### src/rtl/wpg_pkg.sv
package wpg_pkg;
  localparam int ST_W      = 8;
  localparam int ST_WIP    = 0;
  localparam int ST_WEL    = 1;
  localparam int ST_BP_LO  = 2;
  localparam int BP_W      = 2;

  typedef logic [BP_W-1:0] bp_t;

  function automatic logic [ST_W-1:0] pack_status(input logic wip, input logic wel, input bp_t bp);
    logic [ST_W-1:0] s;
    s = '0;
    s[ST_WIP] = wip;
    s[ST_WEL] = wel;
    s[ST_BP_LO +: BP_W] = bp;
    return s;
  endfunction
endpackage

### src/rtl/wpg_region.sv
module wpg_region
  import wpg_pkg::*;
#(
  parameter int ADDR_W = 9
) (
  input  bp_t               bp,
  input  logic [ADDR_W-1:0] addr,
  output logic              hit
);
  logic [1:0] quarter;
  assign quarter = addr[ADDR_W-1 -: 2];

  always_comb begin
    case (bp)
      2'b00:   hit = 1'b0;
      2'b01:   hit = (quarter == 2'b11);
      2'b10:   hit = quarter[1];
      default: hit = 1'b1;
    endcase
  end
endmodule

### src/rtl/wpg_enable_latch.sv
module wpg_enable_latch (
  input  logic clk,
  input  logic rst_n,
  input  logic wp_n,
  input  logic set_evt,
  input  logic clr_evt,
  input  logic cycle_end,
  output logic wel
);
  logic wel_nxt;

  always_comb begin
    wel_nxt = wel;
    if (set_evt) wel_nxt = 1'b1;
    if (clr_evt || cycle_end || !wp_n) wel_nxt = 1'b0;
  end

  always_ff @(posedge clk or negedge rst_n) begin
    if (!rst_n) wel <= 1'b0;
    else        wel <= wel_nxt;
  end
endmodule

### src/rtl/wpg_cycle.sv
module wpg_cycle
  import wpg_pkg::*;
(
  input  logic clk,
  input  logic rst_n,
  input  logic start_arr,
  input  logic start_sr,
  input  bp_t  sr_bp_in,
  input  logic done,
  output logic wip,
  output logic cycle_end,
  output bp_t  bp
);
  logic pend_sr;
  bp_t  pend_bp;

  assign cycle_end = wip && done;

  always_ff @(posedge clk or negedge rst_n) begin
    if (!rst_n) begin
      wip     <= 1'b0;
      pend_sr <= 1'b0;
      pend_bp <= '0;
      bp      <= '0;
    end else if (cycle_end) begin
      wip     <= 1'b0;
      pend_sr <= 1'b0;
      if (pend_sr) bp <= pend_bp;
    end else if (!wip && (start_arr || start_sr)) begin
      wip     <= 1'b1;
      pend_sr <= start_sr && !start_arr;
      pend_bp <= sr_bp_in;
    end
  end
endmodule

### src/rtl/nvm_write_guard.sv
module nvm_write_guard
  import wpg_pkg::*;
#(
  parameter int ADDR_W = 9
) (
  input  logic              clk,
  input  logic              rst_n,
  input  logic              wp_n,
  input  logic              wren_evt,
  input  logic              wrdi_evt,
  input  logic              sr_req,
  input  logic [ST_W-1:0]   sr_wdata,
  input  logic              arr_req,
  input  logic [ADDR_W-1:0] arr_addr,
  input  logic              cycle_done,
  output logic [ST_W-1:0]   status_byte,
  output logic              arr_wr_ok,
  output logic              sr_wr_ok
);
  logic wel, wip, cycle_end, prot_hit, gate_open, arr_go, sr_go;
  bp_t  bp;

  wpg_region #(.ADDR_W(ADDR_W)) u_region (
    .bp   (bp),
    .addr (arr_addr),
    .hit  (prot_hit)
  );

  wpg_enable_latch u_latch (
    .clk       (clk),
    .rst_n     (rst_n),
    .wp_n      (wp_n),
    .set_evt   (wren_evt),
    .clr_evt   (wrdi_evt),
    .cycle_end (cycle_end),
    .wel       (wel)
  );

  // Registered latch value is used: a same-clock enable pulse cannot open the gate
  assign gate_open = wp_n && wel && !wip;
  assign arr_wr_ok = gate_open && !prot_hit;
  assign sr_wr_ok  = gate_open;
  assign arr_go    = arr_req && arr_wr_ok;
  assign sr_go     = sr_req && sr_wr_ok && !arr_req;

  wpg_cycle u_cycle (
    .clk       (clk),
    .rst_n     (rst_n),
    .start_arr (arr_go),
    .start_sr  (sr_go),
    .sr_bp_in  (sr_wdata[ST_BP_LO +: BP_W]),
    .done      (cycle_done),
    .wip       (wip),
    .cycle_end (cycle_end),
    .bp        (bp)
  );

  assign status_byte = pack_status(wip, wel, bp);
endmodule

### config.mk
export PLATFORM = sky130hd
export DESIGN_NAME = nvm_write_guard
export DESIGN_NICKNAME = d
export VERILOG_FILES = /design/src/rtl/wpg_pkg.sv /design/src/rtl/wpg_region.sv /design/src/rtl/wpg_enable_latch.sv /design/src/rtl/wpg_cycle.sv /design/src/rtl/nvm_write_guard.sv
export SDC_FILE = /design/constraint.sdc
export NUM_CORES = 1
export LEC_CHECK = 0
export BUFFER_PORTS_ARGS = -buffer_cell sky130_fd_sc_hd__buf_2
export CAP_MARGIN = 25
export CORE_AREA = 10 10 47 49
export CTS_BUF_LIST = sky130_fd_sc_hd__clkbuf_16
export DETAILED_ROUTE_END_ITERATION = 7
export DIE_AREA = 0 0 57 59
export PLACE_DENSITY = 0.66
export SLEW_MARGIN = 20
export SYNTH_ARGS = -nofsm -noshare
export SYNTH_HDL_FRONTEND = slang
export SYNTH_HIERARCHICAL = 1
export SYNTH_SLANG_ARGS = --single-unit
### constraint.sdc
create_clock -name clk -period 3.9 [get_ports clk]
set_clock_uncertainty 0.2 [all_clocks]
set_input_delay 0.39 -clock clk [delete_from_list [all_inputs] [get_ports clk]]
set_output_delay 0.39 -clock clk [all_outputs]
set_load 0.03 [all_outputs]
# Word-level counts from Yosys, hierarchy flattened
# Cells that the tools add are included.
[word_totals]
word_cells = 38
inputBits = 25
output_inout_bits = 10
reg_bits = 7
[op_classes]
n_eq_ne = 3
bitwise = 1
muxes = 7
reduce_logical = 22
[op_table]
columns = ["operator", "n"]
rows = [
  ["1-bit logical AND", 9],
  ["1-bit two-way mux", 6],
  ["1-bit logical NOT", 5],
  ["2-bit equality test (second input constant)", 2],
  ["2-bit AND reduction", 2],
  ["2-bit nonzero test", 2],
  ["1-bit logical OR", 3],
  ["1-bit one-hot mux with 3 select lines", 1],
  ["2-bit by 1-bit equality test with 1-bit output (second input constant)", 1],
  ["2-bit logical NOT", 1],
  ["1-bit inverter", 1],
]

# Longest topological paths before layout
[depth]
depth_word = 9
depth_mapped = 5
ltp_nobuf = 5

# Modules after synthesis
# Netlist, hierarchy kept.
[by_module_without_submodules]
columns = ["mod", "area_per_inst_um2", "instances", "cells_per_inst"]
rows = [
  ["wpg_cycle", 264.0, 1, 18],
  ["nvm_write_guard", 101.3, 1, 12],
  ["wpg_enable_latch", 43.8, 1, 3],
  ["wpg_region", 13.8, 1, 3],
]

# Worst setup path before layout
# Ideal clock, no wire load.
[synth_timing]
path_type = "reg2out"
start = "reg u_cycle.bp[0]"
end = "out arr_wr_ok"
path_buffers = 0
path_slack_ns = 2.148
t_required_ns = 3.310
stages_incl_launch_ff = 4
arrival_ns = 1.162
path_cell_list = "dfrtp_1 > o21ai_1 > nand2_1 > nor2_1"
[synth_via]
elab_chain_cells = 4
[synth_rtl]
columns = ["item", "line", "rtl"]
rows = [
  ["start: declaration", "wpg_cycle.sv:12", "output bp_t bp"],
  ["start signal: assignment", "wpg_cycle.sv:28", "if (pend_sr) bp <= pend_bp;"],
  ["2-bit equality test, or another cell as far along", "wpg_region.sv:14", "case (bp)"],
  ["1-bit one-hot mux with 3 select lines *", "wpg_region.sv:14", ""],
  ["net prot_hit", "nvm_write_guard.sv:20", "logic wel, wip, cycle_end, prot_hit, gate_open, arr_go, sr_go;"],
  ["1-bit logical NOT *", "nvm_write_guard.sv:41", "assign arr_wr_ok = gate_open && !prot_hit;"],
  ["1-bit logical AND *", "nvm_write_guard.sv:41", ""],
  ["end: declaration", "nvm_write_guard.sv:17", "output logic arr_wr_ok,"],
]
# The timed path passes the listed nets; every way through them passes the cells marked *.

# Final worst setup path
[layout_timing]
start = "reg u_cycle.wip"
end = "out arr_wr_ok"
[layout_via]
elab_chain_cells = 3
[layout_rtl]
columns = ["item", "line", "rtl"]
rows = [
  ["start: declaration", "wpg_cycle.sv:10", "output logic wip,"],
  ["start signal: assignment", "wpg_cycle.sv:21", "wip <= 1'b0;"],
  ["start signal: assignment", "wpg_cycle.sv:26", "wip <= 1'b0;"],
  ["start signal: assignment", "wpg_cycle.sv:30", "wip <= 1'b1;"],
  ["1-bit logical NOT", "nvm_write_guard.sv:40", "assign gate_open = wp_n && wel && !wip;"],
  ["1-bit logical AND", "nvm_write_guard.sv:40", ""],
  ["1-bit logical AND", "nvm_write_guard.sv:41", ""],
]
# No other way between the ends.

==> results_dict.tcl <==
set metrics [dict create \
    status "completed" \
    min_to "u_latch/wel" \
    power_mw 0.426 \
    wl_per_cell_um 11.8 \
    grt_util_met2_pct 9.15 \
    antennaDiodeCount 0 \
    postSynthAreaPerCell_um2 11.7 \
    critPathLaunchType "flip-flop" \
    cts_tree "built" \
    ys_ff_latch 7 \
    r2r_cells 4 \
    vias 295 \
    dieArea_mm2 0.00336 \
    max_freq_mhz 568 \
    layout-drive-gt1-share_pct 52.7 \
    cp_max_fo 8 \
    cts_buffers 3 \
    top_usage_layer "met2" \
    pin_count 35 \
    gr-usage-all-layers_pct 5.03 \
    layout_commonest_cell "buf_2" \
    ys_seq_area_share_pct 41.4 \
    peakVddDrop_mv 0.423 \
    use_met3_pct 2.58 \
    min_path_cells 2 \
    drc_errors 0 \
    r2r_slack_ps 2150 \
    start_util_pct 30.2 \
    place_hpwl_um 729 \
    worstSetupEndpointType "primary output" \
    clock-sinks 7 \
    antenna_found_initial 0 \
    die_x_um 57 \
    synth_cell_types 18 \
    grt_pass1_vias 323 \
    cts.path.max_buffers 2 \
    io_buffer_count 17 \
    mostFrequentLayoutCells "17 x buf_2, 7 x dfrtp_1, 4 x nor2_1, 4 x conb_1, 3 x clkbuf_16" \
    grt_pass1_wl_mm 1.33 \
    slew_viol_final 0 \
    drtIter0Drc 2 \
    insertion_delay_ps 230 \
    cts.clk_slew.worst_paths_ps 30 \
    overflow 0 \
    post-route-period-util_pct 45.1 \
    h-tree-depth 1 \
    gp_congestion 0.675 \
    r2r-start "u_cycle/wip" \
    r2r_end "u_cycle/pend_bp[0]" \
    drt_first_pass_iters 2 \
    cts-root-buf "clkbuf_16" \
    setup_tns_ps 0 \
    die_h_um 59 \
    worstSetupPathType "reg -> out" \
    period_needed_ps 1760 \
    min_path_type "in -> reg" \
    ant_nets 0 \
    fin_ws_ps 2140 \
    use_met1_pct 4.69 \
    rsz0062_at_grt "false" \
    fin_hold_ws_ps 125 \
    layout.nets 81 \
    core.rowCount 14 \
    p_per_area_mw_per_mm2 730 \
    drt_wl_total_um 837 \
    dp_slack_ps 2150 \
    crit_arrival_ps 1170 \
    finalSetupViolCount 0 \
    area_growth_pct 37.9 \
    core_area_mm2 0.00140 \
    hp-start "wrdi_evt" \
    stdcell_area_um2 583 \
    worstPathRequired_ps 3310 \
    p_leak_nw 0.322 \
    syn_inst 36 \
    placed_area_um2 494 \
    viasPerCell 4.15 \
    synthesis.area_um2 423 \
    yosys_warnings 6 \
    maxCapViolCount 0 \
    grt_max_degree 9 \
    hold_viol 0 \
]
==> worst max-delay path, cell delays in order, from the launching register on <==
cell      delay (ps)
dfrtp_1          450
nand3b_4         210
nor2_1            80
buf_2            200
==> layout make-up <==
cell class | count | area, um^2
clock buffers | 3 | 75.1
clock inverters | 1 | 3.75
repair buffers | 18 | 95.1
well taps | 16 | 20.0
inverters | 1 | 3.75
fillers | 148 | 818
multi-input cells | 25 | 210
flip-flops and latches | 7 | 175
==> repair_timing <==
action	CTS	global route
resized for setup	0	0
setup buffers	0	0
hold buffers	1	0
endpoints found under the hold margin	7	0
==> power breakdown <==
part           total (mW)  switching, mW  internal, mW  leakage, nW
sequential          0.131         0.0272         0.103       0.0918
combinational       0.129         0.0715        0.0572        0.188
clock               0.166         0.0336         0.133       0.0423
total               0.426          0.132         0.294        0.322
==> logic make-up after synthesis <==
| kind of cell | synth area share, % |
|---|---|
| multiplexers | 12.4 |
| buffers and inverters | 11.5 |
| other | 0.887 |
| flip-flops | 41.4 |
| AO/OA/AOI/OAI | 7.69 |
| AND/OR/NAND/NOR | 26.0 |
==> synthesized netlist by cell type <==
cell type	count	share of area [%]
dfrtp_1	7	41
o21bai_4	1	4.4
nand3_2	1	2.4
nor3b_2	2	5.9
nor4b_2	1	3.5
o21ai_1	1	1.2
mux2_1	2	5.3
nand3b_4	1	4.7
nand3_1	1	1.2
nand2_1	2	1.8
conb_1	1	0.89
buf_4	6	11
nor3_1	1	1.2
nor2_1	4	3.5
o32ai_1	1	2.1
and2_2	1	1.8
inv_1	1	0.89
mux2_4	2	7.1
==> stage by stage <==
stage | std cells | util [%]
detailed placement | 66 | 35.3
global route | 71 | 41.6
finish | 71 | 41.6
global placement | 66 | 35.3
floorplan | 39 | -
CTS | 71 | 41.6
==> worst max path at each step <==
stage | slack [ps] | startpoint | cells past startpoint | endpoint
floorplan | 2150 | u_cycle/bp[0] | 3 | arr_wr_ok
global placement | 2180 | u_cycle/wip | 4 | u_cycle/pend_bp[0]
finish | 2140 | u_cycle/wip | 3 | arr_wr_ok
global route | 2080 | u_cycle/wip | 4 | u_cycle/pend_bp[0]
CTS | 2130 | u_cycle/wip | 3 | arr_wr_ok
detailed placement | 2150 | arr_addr[8] | 6 | u_cycle/pend_bp[0]
==> flip-flops by register name, summed over array words and instances (netlist names) <==
register and flops:
u_cycle/bp 2, u_cycle/pend_bp 2, u_cycle/pend_sr 1, u_cycle/wip 1, u_latch/wel 1
==> routing by layer <==
metal	vias to the layer above	share of wire (%)
met3	0	6.3
li1	153	-
met1	134	40
met4	0	0
met2	8	54
met5	-	0
No activity file was read; power rests on OpenSTA's default activity.
